==> config.mk <==
export PLATFORM = sky130hd
export DESIGN_NAME = nest_irq_ctrl
export DESIGN_NICKNAME = d
export VERILOG_FILES = /design/src/rtl/nic_pkg.sv /design/src/rtl/nic_pend_bank.sv /design/src/rtl/nic_arbiter.sv /design/src/rtl/nest_irq_ctrl.sv
export SDC_FILE = /design/constraint.sdc
export NUM_CORES = 1
export LEC_CHECK = 0
export CAP_MARGIN = 40
export CORE_ASPECT_RATIO = 0.6
export CORE_MARGIN = 1.5
export CORE_UTILIZATION = 50
export DETAILED_ROUTE_END_ITERATION = 10
export DONT_BUFFER_PORTS = 1
export MAX_ROUTING_LAYER = met4
export PLACE_DENSITY_LB_ADDON = 0.2
export SLEW_MARGIN = 10
export SYNTH_ARGS = -nofsm -noshare
export SYNTH_HDL_FRONTEND = slang
export SYNTH_SLANG_ARGS = --single-unit
==> constraint.sdc <==
create_clock -name clk -period 36.4 [get_ports clk]
set_input_delay 5.46 -clock clk [delete_from_list [all_inputs] [get_ports clk]]
set_output_delay 5.46 -clock clk [all_outputs]
set_load 0.1 [all_outputs]
==> src/rtl/nic_pkg.sv <==
package nic_pkg;
  typedef logic [1:0] lvl_t;
  localparam lvl_t LVL_TOP  = 2'd3;
  localparam int   VEC_RST  = 0;
  localparam int   VEC_TRAP = 1;
  localparam int   VEC_NMI  = 2;
  localparam int   VEC_BASE = 3;
endpackage

==> src/rtl/nic_pend_bank.sv <==
module nic_pend_bank #(
  parameter int N = 8
) (
  input  logic         clk,
  input  logic         rst_n,
  input  logic [N-1:0] set_i,
  input  logic [N-1:0] take_i,
  input  logic [N-1:0] clr_i,
  output logic [N-1:0] pend_o
);
  for (genvar i = 0; i < N; i++) begin : g_latch
    always_ff @(posedge clk or negedge rst_n) begin
      if (!rst_n) pend_o[i] <= 1'b0;
      else        pend_o[i] <= (set_i[i] | (pend_o[i] & ~take_i[i])) & ~clr_i[i];
    end

    assert_clr_drop_R6: assert property (@(posedge clk) disable iff (!rst_n)
      clr_i[i] |=> !pend_o[i]);
  end
endmodule

==> src/rtl/nic_arbiter.sv <==
module nic_arbiter #(
  parameter int N = 8,
  localparam int IDX_W = (N > 1) ? $clog2(N) : 1
) (
  input  logic             clk,
  input  logic             rst_n,
  input  logic [N-1:0]     elig_i,
  input  logic [2*N-1:0]   prio_i,
  output logic             win_vld_o,
  output logic [IDX_W-1:0] win_idx_o,
  output logic [1:0]       win_prio_o
);
  always_comb begin
    win_vld_o  = 1'b0;
    win_idx_o  = '0;
    win_prio_o = '0;
    for (int i = N - 1; i >= 0; i--) begin
      if (elig_i[i] && (!win_vld_o || prio_i[2*i +: 2] >= win_prio_o)) begin
        win_vld_o  = 1'b1;
        win_idx_o  = IDX_W'(i);
        win_prio_o = prio_i[2*i +: 2];
      end
    end
  end

  assert_win_elig_R8: assert property (@(posedge clk) disable iff (!rst_n)
    win_vld_o |-> elig_i[win_idx_o]);
  assert_win_any_R8: assert property (@(posedge clk) disable iff (!rst_n)
    (elig_i != '0) |-> win_vld_o);
endmodule

==> src/rtl/nest_irq_ctrl.sv <==
module nest_irq_ctrl
  import nic_pkg::*;
#(
  parameter int N_SRC = 8,
  localparam int VEC_W = $clog2(N_SRC + VEC_BASE),
  localparam int IDX_W = (N_SRC > 1) ? $clog2(N_SRC) : 1
) (
  input  logic               clk,
  input  logic               rst_n,
  input  logic [N_SRC-1:0]   src_flag,
  input  logic [N_SRC-1:0]   src_en,
  input  logic [2*N_SRC-1:0] src_prio,
  input  logic [N_SRC-1:0]   src_clr,
  input  logic               trap_req,
  input  logic               nmi_req,
  input  logic [1:0]         cur_lvl,
  input  logic               irq_ready,
  output logic               irq_valid,
  output logic [VEC_W-1:0]   irq_vector,
  output logic [1:0]         irq_new_lvl,
  output logic [1:0]         irq_prev_lvl,
  output logic               wake
);
  logic             rst_pend;
  logic [1:0]       nm_pend;   // [1] trap, [0] non-maskable line
  logic [1:0]       nm_take;
  logic [N_SRC-1:0] m_pend, m_take, elig;
  logic             win_vld;
  logic [IDX_W-1:0] win_idx;
  logic [1:0]       win_prio;
  logic             take, mask_sel;

  nic_pend_bank #(.N(N_SRC)) u_mbank (
    .clk(clk), .rst_n(rst_n), .set_i(src_flag & src_en),
    .take_i(m_take), .clr_i(src_clr), .pend_o(m_pend));

  nic_pend_bank #(.N(2)) u_nbank (
    .clk(clk), .rst_n(rst_n), .set_i({trap_req, nmi_req}),
    .take_i(nm_take), .clr_i(2'b00), .pend_o(nm_pend));

  for (genvar i = 0; i < N_SRC; i++) begin : g_elig
    assign elig[i] = m_pend[i] & src_en[i] & (src_prio[2*i +: 2] > cur_lvl);
  end

  nic_arbiter #(.N(N_SRC)) u_arb (
    .clk(clk), .rst_n(rst_n), .elig_i(elig), .prio_i(src_prio),
    .win_vld_o(win_vld), .win_idx_o(win_idx), .win_prio_o(win_prio));

  always_comb begin
    irq_valid   = 1'b1;
    mask_sel    = 1'b0;
    irq_new_lvl = LVL_TOP;
    if (rst_pend)        irq_vector = VEC_W'(VEC_RST);
    else if (nm_pend[1]) irq_vector = VEC_W'(VEC_TRAP);
    else if (nm_pend[0]) irq_vector = VEC_W'(VEC_NMI);
    else begin
      irq_vector  = VEC_W'(win_idx) + VEC_W'(VEC_BASE);
      irq_new_lvl = win_prio;
      mask_sel    = win_vld;
      irq_valid   = win_vld;
    end
  end

  assign irq_prev_lvl = cur_lvl;
  assign take    = irq_valid & irq_ready;
  assign nm_take = {take & ~rst_pend & nm_pend[1],
                    take & ~rst_pend & ~nm_pend[1] & nm_pend[0]};
  assign m_take  = (take && mask_sel) ? (N_SRC'(1) << win_idx) : '0;
  assign wake    = |nm_pend;

  always_ff @(posedge clk or negedge rst_n) begin
    if (!rst_n)    rst_pend <= 1'b1;
    else if (take) rst_pend <= 1'b0;
  end

  logic [IDX_W-1:0] vec_src;
  assign vec_src = IDX_W'(irq_vector - VEC_W'(VEC_BASE));

  assert_reset_first_R1: assert property (@(posedge clk) disable iff (!rst_n)
    rst_pend |-> (irq_valid && irq_vector == VEC_W'(VEC_RST)));
  assert_nm_top_R3: assert property (@(posedge clk) disable iff (!rst_n)
    (irq_valid && irq_vector < VEC_W'(VEC_BASE)) |-> irq_new_lvl == LVL_TOP);
  assert_mask_above_R4: assert property (@(posedge clk) disable iff (!rst_n)
    (irq_valid && irq_vector >= VEC_W'(VEC_BASE)) |->
      (src_en[vec_src] && src_prio[{vec_src, 1'b0} +: 2] > cur_lvl));
  assert_trap_wake_R10: assert property (@(posedge clk) disable iff (!rst_n)
    trap_req |=> wake);
  assert_hold_R11: assert property (@(posedge clk) disable iff (!rst_n)
    (irq_valid && !irq_ready && src_clr == '0) |=>
      (irq_valid || !$stable(cur_lvl) || !$stable(src_en)));
endmodule

==> flow_summary.toml, run 1 <==
[global_route]
use_met2 = 0.343
grt_pass1_wl_um = 7650
grt_util_met3 = 0.0463
grtUsageTotal = 0.253
first_global_vias = 1603
grt_overflow = 0
grt_use_met1 = 0.402
busiest_layer = "met1"
antenna_found_initial = 0
grt_max_degree = 12

[pwr]
total_power_mw = 0.0481
power.leakage_nw = 0.914
powerDensity_nw_per_um2 = 23.3
vdd_drop_max_v = 0.0000200

[setup_path]
worstReg2RegStart = "u_mbank.pend_o[7]"
r2r-end = "u_mbank.pend_o[7]"
r2r.worst_path.cells = 51
path_max_fanout = 10
cp.required_ns = 30.94
end_kind = "primary output"
critPathLaunchType = "input pin"
max_stage_delay_ns = 0.56
cp.arrival_ns = 16.81
cpMaxStageDelayCell = "a221oi_1"
critPathKind = "in -> out"
r2r_setup_slack_ns = 25.38

[route]
vias = 1712
first_iter_violations = 126
detail-route-antenna-nets = 0
wl_per_cell_um = 16.9
remaining_drc_errors = 0
dr.pass1.iters = 4
via_per_inst = 6.16
wirelength_um = 4700

[timing]
hold_viol_final = 0
slew_viol_final = 0
rsz0062_at_grt = "no"
relSlewSlack = 0.528
fmax_mhz = 44.9
fin_crit_sh = 0.612
timing.final.ws_setup_ns = 14.13
skew_ns = 0.00522
setup_viol_count_final = 0
tns_ns = 0
worstMarginPinSlew_ns = 0.705
hold_ws_ns = 0.508
layout_min_cycle_time_ns = 22.27

[layout]
final_area_um2 = 2070
layout_common_cells = "ha_1 (35), nand2_1 (29), a21oi_1 (18)"
syn_to_final_growth_pct = 13.2
final_common_cell = "ha_1"
final_core_util = 0.615
multiInputGateArea_um2 = 1510
fillerInstances = 311
stdcell_count = 278
diodes = 0
finalNetCount = 316
ff_latch_area_um2 = 277
drive_above_1_share = 0.112

[die]
pin_count = 57
die_w_um = 81.0
core.rowCount = 16
die_h_um = 49.8
start_util = 0.543
coreArea_um2 = 3360
die_area_um2 = 4040

[logic_synthesis]
synth_cells = 223
yosys-top-cells-area = "ha_1 (24%), dfrtp_1 (14%), nand2_1 (6.0%), a21oi_1 (5.2%), nand2b_1 (4.5%)"
synth_top_area_frac = 0.240
synth_top_cell_by_area = "ha_1"
async_flop_share = 1.00
syn_area_per_cell_um2 = 8.19
ys_warn_count = 0
netlist_area_um2 = 1830
synth.distinct_cells = 42
ys_seq_area_frac = 0.151
synth_nets = 305
synth-main-ff-cell = "dfrtp_1"
synth_edf_count = 0
ys_ff_latch = 11

[placed_design]
place.detailed.hpwl_um = 4010
gp_congestion = 0.909
portBuffers = 0
post-place-cells = 274
place_area_um2 = 2020
pre_cts_ws_ns = 14.31

[run]
drv_cap = 0

[clocking]
cts_resized = 0
postCtsSetupBuffers = 0
h-tree-depth = 1
clk_path_buf_depth = 2
root_buffer = "clkbuf_8"
cts.sink_count = 11
worstSkewPairLatency_ns = 0.24
ctsHoldBuffers = 0
cts_tree = "done"
numCtsBuffers = 3
clkSlewWorstSetupHoldPaths_ns = 0.06

[hold_path]
worst_hold_path.num_cells = 1
worst_hold_path.endpoint = "rst_pend"
hp-start = "rst_pend"
hold_class = "reg -> reg"

[run_status]
status = "complete, no violations"
==> cell usage after synthesis (all sizes together), types with 3 or more instances <==
| cell type | count |
|---|---|
| ha | 35 |
| nand2 | 29 |
| a21oi | 20 |
| inv | 15 |
| nor2b | 14 |
| nand2b | 13 |
| nor2 | 13 |
| dfrtp | 10 |
| o21ai | 10 |
| o2111ai | 8 |
| o2111a | 6 |
| o22ai | 6 |
| o21a | 5 |
| a221oi | 4 |
| a21o | 3 |
| buf | 3 |
| o211a | 3 |
==> routing by layer <==
layer | wire, um | vias to the layer above | share of wire
li1 | - | 862 | -
met1 | 2520 | 779 | 0.54
met2 | 1770 | 71 | 0.38
met3 | 403 | 0 | 0.086
met4 | 0 | 0 | 0
met5 | 0 | - | 0
==> report_power, final <==
| group | switching, mW | internal (mW) | leakage (nW) | total [mW] |
|---|---|---|---|---|
| sequential | 0.000684 | 0.0130 | 0.135 | 0.0137 |
| clock | 0.00481 | 0.00770 | 0.0228 | 0.0125 |
| combinational | 0.0132 | 0.00867 | 0.756 | 0.0219 |
==> worst max-delay path, delay by kind of cell <==
family / cells / cell delay, ns
adders and majority gates: 9 / 2.44
buffers and inverters: 2 / 0.45
AOI/OAI and AO/OA: 24 / 5.60
and+or+nand+nor: 17 / 2.69
xor gates and xnor gates: 1 / 0.15
==> final cells by class <==
class,instances,share of cell area
clock buffer,4,0.0218
inverter,15,0.0272
multi-input combinational,194,0.728
sequential,11,0.134
tap,45,0.0272
timing repair buffer,9,0.0617
==> registers in the layout, indices dropped and copies added (netlist names) <==
register and count:
u_nbank.pend_o 2, u_mbank.pend_o 8, rst_pend 1
==> logic make-up (layout without fill, tap and decap cells) <==
| group | count (synthesis) | after routing | share of synthesized area |
|---|---|---|---|
| buffers and inverters | 18 | 28 | 0.0452 |
| flip-flops | 11 | 11 | 0.151 |
| XOR/XNOR | 1 | 1 | 0.00480 |
| AO/OA/AOI/OAI | 80 | 80 | 0.329 |
| AND/OR/NAND/NOR | 78 | 78 | 0.229 |
| adder cells (fa/ha/maj) | 35 | 35 | 0.240 |
==> worst max-delay path by stage <==
stage	from	endpoint	slack, ns	depth (start not counted)
after CTS	cur_lvl[1]	irq_vector[2]	14.28	53
after detailed placement	cur_lvl[1]	irq_vector[2]	14.31	53
after global routing	cur_lvl[1]	irq_vector[2]	13.10	53
final	cur_lvl[1]	irq_vector[2]	14.13	53
after global placement	cur_lvl[1]	irq_vector[2]	14.02	52
after floorplan	cur_lvl[1]	irq_new_lvl[0]	14.85	50
(Power assumes the default switching activity.)
==> inputs of run 2 (changes only) <==
Settings changed: ABC_AREA set to 1.
Clock period 36.4 ns to 23 ns, I/O delays scaled along.
==> run 2 against run 1 <==
- first-iteration DRC count down 51%
- critical endpoint unchanged
- non-clock buffer count shrank 1
- via count grew 3.4%
- utilization fell by 3.6 points
- critical path depth increased by 11
- global-route usage down 2.2 points
- area after synthesis rose by 4.2%
- routed wire length down 7.0%
- setup slack lost 6.5 ns
==> flow_summary.toml, run 2 <==
[route]
via_per_inst = 5.12
remaining_drc_errors = 0
first_iter_violations = 62
vias = 1771
wl_per_cell_um = 12.6
dr.pass1.iters = 4
detail-route-antenna-nets = 0
wirelength_um = 4370

[logic_synthesis]
ys_top_cells_by_count = "nand2_1 (76), inv_1 (52), ha_1 (35), nand3_1 (25), a21oi_1 (17)"
synth_top_cell_by_area = "ha_1"
synth_nets = 371
ys_ff_latch = 11
syn_area_per_cell_um2 = 6.59
synth-main-ff-cell = "dfrtp_1"
synth_top_area_frac = 0.230
synth.distinct_cells = 29
ys_seq_area_frac = 0.145
async_flop_share = 1.00
ys_warn_count = 0
yosys-top-cells-area = "ha_1 (23%), nand2_1 (15%), dfrtp_1 (13%), inv_1 (10%), nand3_1 (6.6%)"
netlist_area_um2 = 1900
synth_cells = 289
synth_edf_count = 0
synth_most_common_cell = "nand2_1"

[pwr]
vdd_drop_max_v = 0.0000334
switching_share = 0.402
total_power_mw = 0.0754
power.leakage_nw = 1.20
clkPwrFrac = 0.258
pwr-share-comb = 0.462
powerDensity_nw_per_um2 = 35.6
p_int_mw = 0.0451
p_seq_frac = 0.281
power_switching_mw = 0.0304

[clocking]
clkSlewWorstSetupHoldPaths_ns = 0.05
worstSkewPairLatency_ns = 0.24
numCtsBuffers = 3
cts_tree = "done"
ctsHoldBuffers = 0
root_buffer = "clkbuf_8"
h-tree-depth = 1
cts_resized = 0
cts.sink_count = 11
clk_path_buf_depth = 2
postCtsSetupBuffers = 0

[setup_path]
critPathLaunchType = "input pin"
crit_top_cell = "nand2_1"
cpMaxStageDelayCell = "ha_1"
cp.arrival_ns = 11.94
cp.required_ns = 19.55
max_stage_delay_ns = 0.31
end_kind = "primary output"
r2r_setup_slack_ns = 14.81
critPathKind = "in -> out"
r2r.worst_path.cells = 62
path_max_fanout = 8

[timing]
skew_ns = 0.00145
slew_viol_final = 0
relSlewSlack = 0.717
rsz0062_at_grt = "no"
fmax_mhz = 65.0
hold_viol_final = 0
setup_viol_count_final = 0
worstMarginPinSlew_ns = 0.423
fin_crit_sh = 0.669
tns_ns = 0
layout_min_cycle_time_ns = 15.39
hold_ws_ns = 0.519

[die]
start_util = 0.521
die_area_um2 = 4200
die_h_um = 50.8
coreArea_um2 = 3660
core.rowCount = 17
die_w_um = 82.7
pin_count = 57

[layout]
fillerInstances = 369
layout_common_cells = "nand2_1 (76), inv_1 (52), ha_1 (35)"
syn_to_final_growth_pct = 11.3
largest_register_ff_count = 8
drive_above_1_share = 0.181
top_register = "u_mbank.pend_o"
finalNetCount = 382
largestRegisters = "u_mbank.pend_o: 8 flops, u_nbank.pend_o: 2 flops, rst_pend: 1 flops"
final_common_cell = "nand2_1"
diodes = 0

[placed_design]
place.detailed.hpwl_um = 3850
portBuffers = 0
gp_congestion = 0.835

[run_status]
status = "complete, no violations"

[hold_path]
hold_class = "reg -> reg"
worst_hold_path.num_cells = 2

[run]
drv_cap = 0

[global_route]
grt_overflow = 0
grt_pass1_wl_um = 7110
first_global_vias = 1618
antenna_found_initial = 0
grt_max_degree = 12
grtUsageTotal = 0.231
run 2: changes by cell type after synthesis, moves of 6 or more:
| cell | previous run | this run |
|---|---|---|
| nand3_1 | 0 | 25 |
| nand3_2 | 0 | 7 |
| nor2b_1 | 12 | 0 |
| inv_1 | 15 | 52 |
| nand2b_1 | 13 | 0 |
| nand2_2 | 0 | 13 |
| o21ai_0 | 10 | 2 |
| o2111ai_1 | 8 | 0 |
| a21oi_2 | 1 | 7 |
| nand2_1 | 29 | 76 |
| o22ai_1 | 6 | 0 |
run 2: worst paths after layout:
check	from	endpoint
hold / removal	u_mbank.pend_o[0]	u_mbank.pend_o[0]
setup / recovery	cur_lvl[1]	irq_vector[2]
setup reg to reg	u_mbank.pend_o[7]	u_mbank.pend_o[3]
min in group asynchronous	rst_n	u_mbank.pend_o[0]
max in group asynchronous	rst_n	rst_pend
hold reg to reg	u_mbank.pend_o[0]	u_mbank.pend_o[0]
run 2: logic make-up (layout without fill, tap and decap cells):
logic type / after synthesis / after routing / share of synthesized area
adders and majority gates: 35 / 35 / 0.230
xor gates and xnor gates: 1 / 1 / 0.00460
buffers and inverters: 56 / 66 / 0.114
DFF: 11 / 11 / 0.145
AOI/OAI and AO/OA: 32 / 32 / 0.105
and+or+nand+nor: 154 / 154 / 0.401
run 2: per-layer routing:
metal  GRT usage  part of all wire  vias to the layer above
li1            -                 -                      944
met1       0.347              0.55                      779
met2       0.332              0.40                       48
met3      0.0418             0.059                        0
met4      0.0167                 0                        0
met5           -                 0                        -
run 2: power groups by stage:
stage / registers (mW) / logic, mW / clock network [mW]
after floorplan: 0.0213 / 0.0290 / 0
after global placement: 0.0214 / 0.0317 / 0
after detailed placement: 0.0215 / 0.0346 / 0
after CTS: 0.0212 / 0.0349 / 0.0199
after global routing: 0.0213 / 0.0395 / 0.0208
final: 0.0212 / 0.0348 / 0.0194
run 2: critical path, delay by kind of cell:
family / cells / cell delay (ns)
compound gates: 8 / 1.30
xor+xnor: 1 / 0.14
fa+ha+maj: 9 / 2.45
buf+inv: 10 / 0.88
simple gates: 36 / 3.68
run 2: final cells by class:
cell class / count / area [um^2] / area share
Inverter: 54 / 203 / 0.0956
Tap cell: 47 / 58.8 / 0.0277
Clock buffer: 3 / 41.3 / 0.0195
Multi-Input combinational cell: 222 / 1420 / 0.668
Sequential cell: 11 / 277 / 0.130
Clock inverter: 1 / 5.00 / 0.00236
Timing Repair Buffer: 8 / 120 / 0.0567
run 2: stage by stage:
step | instance area (um^2) | setup WS (ns) | cells | util
5_1_grt | 2120 | 6.69 | 346 | 0.579
3_3_place_gp | 1950 | 7.35 | 334 | 0.534
6_report | 2120 | 7.61 | 346 | 0.579
2_1_floorplan | 1900 | 7.73 | 289 | -
4_1_cts | 2120 | 7.58 | 346 | 0.579
3_5_place_dp | 2070 | 7.63 | 342 | 0.567
